<file path="config.mk">
export PLATFORM = sky130hd
export DESIGN_NAME = nsup_unpack4
export DESIGN_NICKNAME = d
export VERILOG_FILES = /design/src/rtl/nsup_pkg.sv /design/src/rtl/nsup_hdr_decode.sv /design/src/rtl/nsup_stage.sv /design/src/rtl/nsup_route.sv /design/src/rtl/nsup_unpack4.sv
export SDC_FILE = /design/constraint.sdc
export NUM_CORES = 1
export LEC_CHECK = 0
export BUFFER_PORTS_ARGS = -buffer_cell sky130_fd_sc_hd__buf_2
export CAP_MARGIN = 20
export CORE_UTILIZATION = 46
export DETAILED_ROUTE_END_ITERATION = 8
export HOLD_SLACK_MARGIN = 0.12
export PLACE_DENSITY = 0.69
export REMOVE_ABC_BUFFERS = 1
export SLEW_MARGIN = 20
export SYNTH_ARGS = -nofsm -noshare
export SYNTH_HDL_FRONTEND = slang
export SYNTH_SLANG_ARGS = --single-unit
</file>
<file path="constraint.sdc">
create_clock -name clk -period 5.7 [get_ports clk]
set_clock_uncertainty 0.05 [all_clocks]
set_input_delay 0.57 -clock clk [delete_from_list [all_inputs] [get_ports clk]]
set_output_delay 0.57 -clock clk [all_outputs]
set_load 0.005 [all_outputs]
</file>
<file path="src/rtl/nsup_pkg.sv">
package nsup_pkg;
  localparam int BYTE_W = 8;

  typedef enum logic [1:0] {
    ST_HDR  = 2'd0,
    ST_FILL = 2'd1,
    ST_SHOW = 2'd2
  } ctl_state_t;
endpackage

</file>
<file path="src/rtl/nsup_hdr_decode.sv">
// Turns the header byte into per-lane byte counts, lane offsets in the
// staging buffer and the total payload length.
module nsup_hdr_decode #(
  parameter int LANES      = 4,
  parameter int LANE_BYTES = 4
) (
  input  logic [LANES*$clog2(LANE_BYTES)-1:0]        hdr,
  output logic [$clog2(LANE_BYTES+1)-1:0]            lane_n   [LANES],
  output logic [$clog2(LANES*LANE_BYTES)-1:0]        lane_off [LANES],
  output logic [$clog2(LANES*LANE_BYTES+1)-1:0]      total
);
  localparam int ZW   = $clog2(LANE_BYTES);
  localparam int NW   = $clog2(LANE_BYTES+1);
  localparam int IDXW = $clog2(LANES*LANE_BYTES);
  localparam int CNTW = $clog2(LANES*LANE_BYTES+1);

  // Lane 0 sits in the most significant field of the header.
  for (genvar k = 0; k < LANES; k++) begin : g_cnt
    logic [ZW-1:0] zeros;
    assign zeros     = hdr[(LANES-1-k)*ZW +: ZW];
    assign lane_n[k] = NW'(LANE_BYTES) - NW'(zeros);
  end

  always_comb begin
    logic [CNTW-1:0] run;
    run = '0;
    for (int k = 0; k < LANES; k++) begin
      lane_off[k] = IDXW'(run);
      run         = run + CNTW'(lane_n[k]);
    end
    total = run;
  end
endmodule

</file>
<file path="src/rtl/nsup_stage.sv">
// Staging buffer: payload bytes are written in arrival order.
module nsup_stage #(
  parameter int DEPTH = 16,
  parameter int DW    = 8
) (
  input  logic                         clk,
  input  logic                         rst_n,
  input  logic                         clr,
  input  logic                         wr_en,
  input  logic [DW-1:0]                wr_byte,
  output logic [DW-1:0]                mem [DEPTH],
  output logic [$clog2(DEPTH+1)-1:0]   cnt
);
  localparam int IDXW = $clog2(DEPTH);
  localparam int CNTW = $clog2(DEPTH+1);

  always_ff @(posedge clk) begin
    if (!rst_n) begin
      cnt <= '0;
    end else if (clr) begin
      cnt <= '0;
    end else if (wr_en) begin
      cnt <= cnt + CNTW'(1);
    end
  end

  always_ff @(posedge clk) begin
    if (wr_en) mem[cnt[IDXW-1:0]] <= wr_byte;
  end

  // no write lands past the end of the buffer
  p_stage_bound_r4: assert property (@(posedge clk) disable iff (!rst_n)
    wr_en |-> (cnt < CNTW'(DEPTH)));

  // clear and write never collide
  p_clr_excl_r1: assert property (@(posedge clk) disable iff (!rst_n)
    !(clr && wr_en));
endmodule

</file>
<file path="src/rtl/nsup_route.sv">
// Steers staged bytes back to lane positions; stripped positions read zero.
module nsup_route #(
  parameter int LANES      = 4,
  parameter int LANE_BYTES = 4,
  parameter int DW         = 8
) (
  input  logic [DW-1:0]                         mem      [LANES*LANE_BYTES],
  input  logic [$clog2(LANE_BYTES+1)-1:0]       lane_n   [LANES],
  input  logic [$clog2(LANES*LANE_BYTES)-1:0]   lane_off [LANES],
  output logic [LANES*LANE_BYTES*DW-1:0]        lanes
);
  localparam int NW     = $clog2(LANE_BYTES+1);
  localparam int IDXW   = $clog2(LANES*LANE_BYTES);
  localparam int LANE_W = LANE_BYTES*DW;

  for (genvar k = 0; k < LANES; k++) begin : g_lane
    for (genvar b = 0; b < LANE_BYTES; b++) begin : g_byte
      logic [IDXW-1:0] src;
      // Byte b counts from the least significant end; the last payload
      // byte of the lane is its bits 7:0.
      assign src = lane_off[k] + IDXW'(lane_n[k]) - IDXW'(1) - IDXW'(b);
      assign lanes[k*LANE_W + b*DW +: DW] =
        (NW'(b) < lane_n[k]) ? mem[src] : '0;
    end
  end
endmodule

</file>
<file path="src/rtl/nsup_unpack4.sv">
module nsup_unpack4 #(
  parameter int LANES      = 4,
  parameter int LANE_BYTES = 4
) (
  input  logic                                       clk,
  input  logic                                       rst_n,
  input  logic                                       in_valid,
  output logic                                       in_ready,
  input  logic [7:0]                                 in_data,
  output logic                                       out_valid,
  input  logic                                       out_ready,
  output logic [LANES*LANE_BYTES*8-1:0]              out_lanes
);
  import nsup_pkg::*;

  localparam int ZW     = $clog2(LANE_BYTES);
  localparam int HDR_W  = LANES*ZW;
  localparam int DEPTH  = LANES*LANE_BYTES;
  localparam int NW     = $clog2(LANE_BYTES+1);
  localparam int IDXW   = $clog2(DEPTH);
  localparam int CNTW   = $clog2(DEPTH+1);

  ctl_state_t        state;
  logic [HDR_W-1:0]  hdr_q;
  logic [NW-1:0]     lane_n   [LANES];
  logic [IDXW-1:0]   lane_off [LANES];
  logic [CNTW-1:0]   total;
  logic [CNTW-1:0]   fill_cnt;
  logic [BYTE_W-1:0] stage_mem [DEPTH];
  logic              take, take_hdr, take_pay;

  assign out_valid = (state == ST_SHOW);
  assign in_ready  = (state != ST_SHOW) || out_ready;
  assign take      = in_valid && in_ready;
  assign take_hdr  = take && (state != ST_FILL);
  assign take_pay  = take && (state == ST_FILL);

  always_ff @(posedge clk) begin
    if (!rst_n) begin
      state <= ST_HDR;
      hdr_q <= '0;
    end else begin
      if (take_hdr) hdr_q <= in_data[HDR_W-1:0];
      unique case (state)
        ST_HDR:  if (take) state <= ST_FILL;
        ST_FILL: if (take && fill_cnt == total - CNTW'(1)) state <= ST_SHOW;
        ST_SHOW: if (out_ready) state <= in_valid ? ST_FILL : ST_HDR;
        default: state <= ST_HDR;
      endcase
    end
  end

  nsup_hdr_decode #(.LANES(LANES), .LANE_BYTES(LANE_BYTES)) u_dec (
    .hdr      (hdr_q),
    .lane_n   (lane_n),
    .lane_off (lane_off),
    .total    (total)
  );

  nsup_stage #(.DEPTH(DEPTH), .DW(BYTE_W)) u_stage (
    .clk     (clk),
    .rst_n   (rst_n),
    .clr     (take_hdr),
    .wr_en   (take_pay),
    .wr_byte (in_data),
    .mem     (stage_mem),
    .cnt     (fill_cnt)
  );

  nsup_route #(.LANES(LANES), .LANE_BYTES(LANE_BYTES), .DW(BYTE_W)) u_route (
    .mem      (stage_mem),
    .lane_n   (lane_n),
    .lane_off (lane_off),
    .lanes    (out_lanes)
  );

  // a waiting group holds still
  p_hold_r6: assert property (@(posedge clk) disable iff (!rst_n)
    (out_valid && !out_ready) |=> (out_valid && $stable(out_lanes)));

  // input blocked while the group waits
  p_block_r6: assert property (@(posedge clk) disable iff (!rst_n)
    (out_valid && !out_ready) |-> !in_ready);

  // a presented group holds exactly the bytes its header asks for
  p_len_match_r4: assert property (@(posedge clk) disable iff (!rst_n)
    out_valid |-> (fill_cnt == total));

  // back-to-back handover restarts collection from zero
  p_b2b_r7: assert property (@(posedge clk) disable iff (!rst_n)
    (out_valid && out_ready && in_valid) |=> (!out_valid && fill_cnt == '0));

  // payload length stays between one and four bytes per lane
  p_len_range_r5: assert property (@(posedge clk) disable iff (!rst_n)
    (state != ST_HDR) |-> (total >= CNTW'(LANES) && total <= CNTW'(DEPTH)));
endmodule

</file>
# After elaboration in Yosys (flattened, before gate mapping)

Cells that the tools add are included.

Bits in registers: 143
Input port bits: 12
Word-level logic and storage cells: 188

Add/subtract/negate cells: 28
Magnitude comparators: 34
Eq/ne operators: 8
Mux-type cells: 72
Bitwise operators: 18
Reduce and logical (&&, ||, !) cells: 9

Operators by type and width:

| operator                                                 | count |
|---|---|
| binary-select mux 8 bit (select 4 bit)                   | 16 |
| 2-to-1 mux 8 bit                                         | 49 |
| bitwise mux 128 bit                                      | 1 |
| greater-or-equal comparator 5 bit, second input constant | 17 |
| NOT 4 -> 5 bit                                           | 17 |
| demux 8 bit (select 4 bit)                               | 1 |
| subtractor 4 x 2 -> 4 bit, second input constant         | 8 |
| subtractor 4 x 1 -> 4 bit, second input constant         | 7 |
| < comparator 1 x 3 -> 1 bit, first input constant        | 8 |
| < comparator 2 x 3 -> 1 bit, first input constant        | 8 |
| subtractor 3 x 2 -> 3 bit, first input constant          | 4 |
| adder 5 x 3 -> 5 bit                                     | 2 |
| adder 3 x 3 -> 4 bit                                     | 2 |
| adder 4 x 3 -> 4 bit                                     | 2 |
| 2-to-1 mux 2 bit                                         | 3 |
| != test 2 x 1 -> 1 bit, second input constant            | 3 |
| one-hot mux 2 bit (3 select lines)                       | 1 |
| adder 5 x 1 -> 5 bit, second input constant              | 1 |
| == test 5 bit                                            | 1 |
| logical AND 1 bit                                        | 5 |
| < comparator 5 x 1 -> 1 bit, second input constant       | 1 |
| subtractor 5 x 1 -> 5 bit, second input constant         | 1 |
| != test 2 bit, second input constant                     | 2 |
| subtractor 3 x 1 -> 4 bit, second input constant         | 1 |
| 8 further kinds                                          | 8 |

# Logic depth before layout (Yosys ltp)

Gate-level depths: netlist of the first run.

Depth in word-level cells: 11
Depth in mapped cells: 21
Mapped depth without buffers: 16

# Hierarchy

Synthesis of the first run repeated with hierarchy kept, for this count alone.

Cells, all modules: 1650
Area, all modules: 22629.2 um^2

By module, submodules not included:

| module          | instances | cells each | area each (um^2) | seq. area each (um^2) |
|---|---|---|---|---|
| nsup_route      | 1         | 1349       | 17249.0          | 0.0 |
| nsup_stage      | 1         | 176        | 4271.6           | 3943.8 |
| nsup_unpack4    | 1         | 59         | 568.0            | 200.2 |
| nsup_hdr_decode | 1         | 66         | 540.5            | 0.0 |

# Worst setup path before layout of the first run

Ideal clock, no wire load.

Path kind: register -> output
Start point: register hdr_q[6]
End point: output out_lanes[53]
Arrival: 5.572 ns
Data required time: 5.080 ns
Path slack: -0.492 ns
Cell stages (with the launch flop): 21
Path buffers: 9
Cells stage by stage: dfxtp_1 > inv_1 > clkbuf_1 > ha_1 > clkbuf_1 > clkbuf_1 > buf_1 > inv_1 > ha_1 > inv_1 > fa_1 > buf_2 > buf_4 > buf_2 > inv_2 > ha_1 > buf_2 > clkbuf_1 > mux4_2 > mux4_2 > nor2b_1

Longest elaborated chain between the ends: 9

Ends and longest elaborated chain:

| what                                                | line                  | source |
|---|---|---|
| start, declared                                     | nsup_unpack4.sv:24    | `logic [HDR_W-1:0] hdr_q;` |
| start signal, assigned                              | nsup_unpack4.sv:43    | `if (take_hdr) hdr_q <= in_data[HDR_W-1:0];` |
| subtractor 3 x 2 -> 3 bit                           | nsup_hdr_decode.sv:21 | `assign lane_n[k] = NW'(LANE_BYTES) - NW'(zeros);` |
| adder 3 x 3 -> 4 bit                                | nsup_route.sv:21      | `assign src = lane_off[k] + IDXW'(lane_n[k]) - IDXW'(1) - IDXW'(b);` |
| subtractor 4 x 1 -> 4 bit                           | nsup_route.sv:21      |  |
| subtractor 4 x 2 -> 4 bit                           | nsup_route.sv:21      |  |
| NOT 4 -> 5 bit (not written as such)                | nsup_route.sv:23      | `(NW'(b) < lane_n[k]) ? mem[src] : '0;` |
| binary-select mux 8 bit (select 4 bit)              | nsup_route.sv:23      |  |
| 2-to-1 mux 8 bit (not written as such) (2 in a row) | nsup_route.sv:23      |  |
| 2-to-1 mux 8 bit                                    | nsup_route.sv:23      |  |
| end, declared                                       | nsup_unpack4.sv:12    | `output logic [LANES*LANE_BYTES*8-1:0] out_lanes` |

No other way between the ends. The select of a mux whose other input is x is not followed.

# Worst setup path in the final report of the first run

Start point: register hdr_q[6]
End point: output out_lanes[95]

Longest elaborated chain between the ends: 10

Ends and longest elaborated chain:

| what                                                | line                  | source |
|---|---|---|
| subtractor 3 x 2 -> 3 bit                           | nsup_hdr_decode.sv:21 |  |
| adder 3 x 3 -> 4 bit                                | nsup_hdr_decode.sv:29 | `run = run + CNTW'(lane_n[k]);` |
| adder 4 x 3 -> 4 bit                                | nsup_route.sv:21      |  |
| subtractor 4 x 1 -> 4 bit                           | nsup_route.sv:21      |  |
| subtractor 4 x 2 -> 4 bit                           | nsup_route.sv:21      |  |
| NOT 4 -> 5 bit (not written as such)                | nsup_route.sv:23      |  |
| binary-select mux 8 bit (select 4 bit)              | nsup_route.sv:23      |  |
| 2-to-1 mux 8 bit (not written as such) (2 in a row) | nsup_route.sv:23      |  |
| 2-to-1 mux 8 bit                                    | nsup_route.sv:23      |  |

No other way between the ends. The select of a mux whose other input is x is not followed.

==> summary.md, run 1 <==
| Metric | Value |
|---|---|
| Number of synthesized flops with an enable pin | 128 |
| Num rows | 74 |
| Core Region | 0.0412 mm^2 |
| Fin. max-slew vios | 0 |
| Clock slew at reported path FFs | 70 ps |
| Vias in the first global route | 15.3k |
| Clk_lat worst skew | 440 ps |
| Post-Syn Area | 0.0194 mm^2 |
| Crit path time final | 5660 ps |
| CP cell instances | inv_2, ha_4, fa_1, inv_2, buf_4, ha_1, inv_1, ha_2, fa_1, xnor2_1, xnor2_4, xnor2_1, buf_4, and3_1, a211oi_1, buf_2 |
| Path type of the worst setup path | register to output port |
| Most common cell after layout, fill and taps aside | mux4_2 |
| Worst hold-check path type | input port to register |
| Area Overhead vs Synth | 11.7% |
| Slew headroom | 21.0% |
| CP Max Fanout | 8 |
| Max clock buf depth | 2 |
| Max Freq | 177 MHz |
| IO buf count | 141 |
| First-pass GRT wire length | 110000 um |
| Worst EP required | 5080 ps |
| Nature of the critical path endpoint | output port |
| Hold_buf cts | 0 |
| Total CTS buffers | 17 |
| Root Driver | clkbuf_16 |
| Fill cells | 3357 |
| ANT nets after route | 0 |
| Setup violators final | 0 |
| Max-cap violations | 0 |
| Ys flop type | edfxtp_1 |
| Yosys warns | 0 |
| Unique cell type count in the Yosys netlist | 50 |
| Die height | 207 um |
| CTS tree | yes |
| Sink Count | 143 |
| RD Place Congestion | 0.978 |
| Final net count | 1536 |
| Dominant cells by area after synthesis | mux4_2, edfxtp_1, mux2i_1 |
| Wire per inst | 38.0 um |
| Worst Path Buf+Inv | 6 |
| Pin count of the biggest net entering global routing | 130 |
| Remaining global-route overflow | 0 |
| Final wirelength | 76500 um |
| Mean area per synthesized cell | 13.4 um^2 |
| Synth top area share | 46.8% |
| Asr flop ratio synth | 0% |
| Non-filler cells, final | 2014 |
| Seq/Total Area, Yosys | 21.4% |
| Initial Util | 47.0% |
| Initial antenna violation count | 3 |
| Worst EP arrival | 5040 ps |
| GRT Resource Usage Total | 35.5% |
| Slowest cell delay on critical path | 930 ps |
| Critical path's slowest cell | xnor2_1 |
| DRC errors left | 0 |
| Hold violation count in the final report | 0 |
| Seq cells post-synth | 143 |
| Cells after Synth | 1451 |
| Startpoint Class | register |
| Die W | 207 um |
| Ports | 142 |
| CP top delay family | adder cells |
| Vias per inst | 7.93 |
| Iter 0 DRT Violations | 2926 |
| Least-Margin Pin Slew | 1180 ps |
| Commonest non-fill, non-tap cells in the layout | mux4_2, buf_2, mux2i_1, edfxtp_1, a211oi_1 |
| Die area | 0.0429 mm^2 |
| Dpl cells | 1963 |
| Final period utilization | 99.3% |
| Setup TNS | 0 ps |
| Status | completed |
| DP Wirelength | 48700 um |
| Total number of vias | 16.0k |
| H-tree levels | 4 |
| DRT Pass-1 Iters | 6 |
| Synth area leader | mux4_2 |
| RSZ-0062 raised after global routing | yes |
| Proportion of layout cells with a drive suffix above 1 | 52.0% |
-- cells in the mapped netlist (all sizes together), types with 5 or more instances --
| cell type | number |
|---|---|
| a211oi | 104 |
| a21oi | 6 |
| and2 | 18 |
| and3 | 20 |
| buf | 98 |
| clkbuf | 154 |
| clkinv | 6 |
| dfxtp | 15 |
| edfxtp | 128 |
| fa | 5 |
| ha | 52 |
| inv | 42 |
| mux2 | 7 |
| mux2i | 137 |
| mux4 | 409 |
| nand2 | 56 |
| nor2 | 45 |
| nor2b | 64 |
| nor3 | 5 |
| nor3b | 7 |
| o21ai | 9 |
| xnor2 | 25 |
| xor2 | 12 |
-- layer usage --
layer | GRT usage (%) | wire [um] | vias up
met3 | 14.7 | 13000 | 335
met4 | 20.5 | 5490 | 4
met5 | 0 | 24 | -
met2 | 51.3 | 33100 | 1686
met1 | 45.1 | 24900 | 7989
li1 | - | - | 5950
-- registers in the layout, summed over array words and instances (netlist names) --
register     count
u_stage.cnt      5
hdr_q            8
u_stage.mem    128
state            2
-- metrics by stage --
step	hold slack, ps	util, %	setup WS [ps]	cell area [um^2]
after detailed placement	447	50.3	221	20700
after global routing	398	52.5	-92.9	21600
after floorplan	414	-	-13390	18300
after global placement	434	50.3	202	20700
final	397	52.5	42.1	21600
after CTS	389	52.4	-6.40	21600
-- layout make-up --
class	instances	area (um^2)	share of cell area (%)
Multi-Input combinational cell	1008	14300	66.1
Sequential cell	143	4150	19.2
Timing Repair Buffer	249	1780	8.21
Tap cell	532	666	3.08
Clock buffer	17	425	1.97
Inverter	48	183	0.844
Clock inverter	15	126	0.584
Antenna cell	2	5.00	0.0231
-- what timing repair did --
item                                   4_1_cts  5_1_grt
endpoints found under the hold margin        0        0
setup buffers                               15        0
pin swaps                                    7        3
gates cloned                                 3        1
setup endpoints to repair                   34       37
resized for setup                           31       15
-- logic make-up after synthesis --
family | count (synthesis) | share of synthesized area, %
AOI/OAI and AO/OA | 131 | 4.95
xor gates and xnor gates | 38 | 1.92
adders and majority gates | 57 | 3.87
buffers and inverters | 300 | 6.61
DFF | 143 | 21.4
muxes | 553 | 55.1
and+or+nand+nor | 229 | 6.11
-- path summary, 6_finish.rpt --
check | start | to | slack (ps) | cells after the start
max | hdr_q[6]$_SDFFE_PN0P_ | out_lanes[95] | 40 | 16
min reg2reg | state[0]$_SDFFE_PN0P_ | state[0]$_SDFFE_PN0P_ | 470 | 1
max reg2reg | hdr_q[6]$_SDFFE_PN0P_ | state[1]$_SDFFE_PN0P_ | 1440 | 15
min | rst_n | state[1]$_SDFFE_PN0P_ | 400 | 3
-- worst register-to-register path, cell delays in order, from the launching register on --
cell,delay (ps)
dfxtp_2,330
inv_2,50
ha_4,250
fa_1,430
xnor2_1,280
ha_1,340
xor2_1,180
ha_1,340
inv_1,60
ha_1,290
a21o_1,150
a21oi_1,420
xnor2_1,190
xnor2_1,130
or4_1,550
o22ai_1,150
Power of run 1 is not shown: default switching activity piles up to over one toggle a cycle in this logic, so the estimate is an artifact.
==> run 2: changes to the inputs <==
--- a/config.mk
+++ b/config.mk
@@ -10,7 +10,7 @@
 export CORE_UTILIZATION = 46
 export DETAILED_ROUTE_END_ITERATION = 8
 export HOLD_SLACK_MARGIN = 0.12
-export PLACE_DENSITY = 0.69
+export PLACE_DENSITY = 0.67
 export REMOVE_ABC_BUFFERS = 1
 export SLEW_MARGIN = 20
 export SYNTH_ARGS = -nofsm -noshare
==> constraint.sdc (replaced) <==
create_clock -name clk -period 6.15 [get_ports clk]
set_clock_uncertainty 0.05 [all_clocks]
set_input_delay 0.615 -clock clk [delete_from_list [all_inputs] [get_ports clk]]
set_output_delay 0.615 -clock clk [all_outputs]
set_load 0.005 [all_outputs]
==> run 2 against run 1 <==
Net effect: non-clock buffer count fell by 14; count of clock-buffer cells in the layout unchanged; first-iteration DRC count up 9.7%; sequential share of layout area grew 0.20 points; register-to-register slack better by 190 ps; final cell count is 0.60% lower; worst setup slack improved by 87 ps; critical path type unchanged; highest routed layer unchanged.
==> summary.md, run 2 (synthesized netlist as in run 1, its figures left out) <==
| Metric | Value |
|---|---|
| Crit path time final | 6020 ps |
| Num rows | 74 (unchanged) |
| H-tree levels | 4 (unchanged) |
| Sink Count | 143 (unchanged) |
| Initial Util | 47.0% (unchanged) |
| Root Driver | clkbuf_16 |
| Total CTS buffers | 17 (unchanged) |
| Worst EP arrival | 5360 ps (+320 ps) |
| Vias per inst | 7.96 (+0.46%) |
| Final wirelength | 76000 um (-0.69%) |
| Max clock buf depth | 2 (unchanged) |
| Clock slew at reported path FFs | 70 ps (about the same) |
| CP Max Fanout | 13 (+5) |
| ANT nets after route | 0 (unchanged) |
| Worst EP required | 5480 ps (+400 ps) |
| Final net count | 1522 (-0.91%) |
| Clk_lat worst skew | 440 ps (about the same) |
| Startpoint Class | register |
| Final period utilization | 97.9% |
| Fill cells | 3391 (+1.0%) |
| Path type of the worst setup path | register to output port |
| Ports | 142 (unchanged) |
| Final Util | 52.0% (-0.48 points) |
| Max-cap violations | 0 (unchanged) |
| Nature of the critical path endpoint | output port |
| Pin count of the biggest net entering global routing | 130 (unchanged) |
| Die height | 207 um (unchanged) |
| Remaining global-route overflow | 0 (unchanged) |
| Slew headroom | 23.3% (+2.2 points) |
| GRT Resource Usage Total | 35.2% (-0.31 points) |
| Total number of vias | 15.9k (-0.14%) |
| IO buf count | 141 (unchanged) |
| Reg2Reg Setup Slack | 1630 ps (+190 ps) |
| Status | completed |
| First-pass GRT wire length | 109000 um (-1.1%) |
| Vias in the first global route | 15.0k (-1.7%) |
| Core Region | 0.0412 mm^2 (unchanged) |
| Wire per inst | 37.9 um (about the same) |
| Proportion of layout cells with a drive suffix above 1 | 49.4% (-2.6 points) |
| Die W | 207 um (unchanged) |
| Commonest non-fill, non-tap cells in the layout | mux4_2, buf_2, mux2i_1, edfxtp_1, a211oi_1 |
| DRC errors left | 0 (unchanged) |
| DP Wirelength | 49800 um (+2.2%) |
| Die area | 0.0429 mm^2 (unchanged) |
| Most common cell after layout, fill and taps aside | mux4_2 |
| Max Freq | 166 MHz |
| Area Overhead vs Synth | 10.6% |
| Fin. max-slew vios | 0 (unchanged) |
| Setup violators final | 0 (unchanged) |
| Max reg flops | 128 (unchanged) |
| Iter 0 DRT Violations | 3211 (+9.7%) |
| CTS tree | yes |
| Initial antenna violation count | 6 (+3) |
| Worst hold-check path type | input port to register |
| RD Place Congestion | 0.997 (+1.9%) |
| Hold violation count in the final report | 0 (unchanged) |
| DRT Pass-1 Iters | 8 (+2) |
| Least-Margin Pin Slew | 1150 ps (-32.4 ps) |
run 2: what timing repair did:
item                       in CTS  in global routing
setup buffers                   0                  3
resized for setup              10                 13
hold buffers                    0                  0
setup endpoints to repair      25                 28
cloned                          2                  0
pin swaps                       0                  2
run 2: final timing paths:
path                              start               endpoint  cells past startpoint
setup / recovery  hdr_q[6]$_SDFFE_PN0P_         out_lanes[118]                     18
hold / removal                    rst_n  state[1]$_SDFFE_PN0P_                      3
setup reg to reg  hdr_q[6]$_SDFFE_PN0P_  state[1]$_SDFFE_PN0P_                     16
hold reg to reg   state[0]$_SDFFE_PN0P_  state[0]$_SDFFE_PN0P_                      1
run 2: metrics by stage:
| stage | TNS (ps) | setup slack [ps] | std cells | area [um^2] | hold slack (ps) |
|---|---|---|---|---|---|
| 6_report | 0 | 129 | 2002 | 21400 | 435 |
| 5_1_grt | -6.06 | -5.99 | 1998 | 21400 | 437 |
| 4_1_cts | 0 | 3.71 | 1995 | 21300 | 425 |
| 2_1_floorplan | -683200 | -12980 | 1199 | 18300 | 414 |
| 3_5_place_dp | 0 | 194 | 1961 | 20600 | 454 |
| 3_3_place_gp | 0 | 271 | 1961 | 20600 | 435 |
run 2: area by class of cell:
type	instances	area, um^2	share of cell area (%)
Multi-Input combinational cell	1008	14200	66.3
Clock inverter	15	186	0.870
Clock buffer	17	425	1.98
Inverter	48	180	0.841
Timing Repair Buffer	235	1590	7.44
Sequential cell	143	4150	19.4
Antenna cell	4	10.0	0.0467
Tap cell	532	666	3.11
run 2: worst max-delay path, cell delays in order, from the launching register on:
cell and delay [ps]:
dfxtp_4 360, inv_1 110, buf_4 360, ha_4 280, ha_1 210, inv_1 70, fa_1 410, ha_1 310
inv_1 60, ha_1 160, inv_1 70, fa_2 560, ha_4 380, buf_12 130, buf_16 160, mux4_2 500
mux4_2 460, nor2b_1 140, buf_2 160
run 2: routing by layer:
metal	global-route usage, %	share of wire [%]
met5	0.445	0.025
met4	20.9	7.3
met3	12.7	17
met2	50.7	43
met1	45.7	33
Power of run 2 is left out for the same reason.
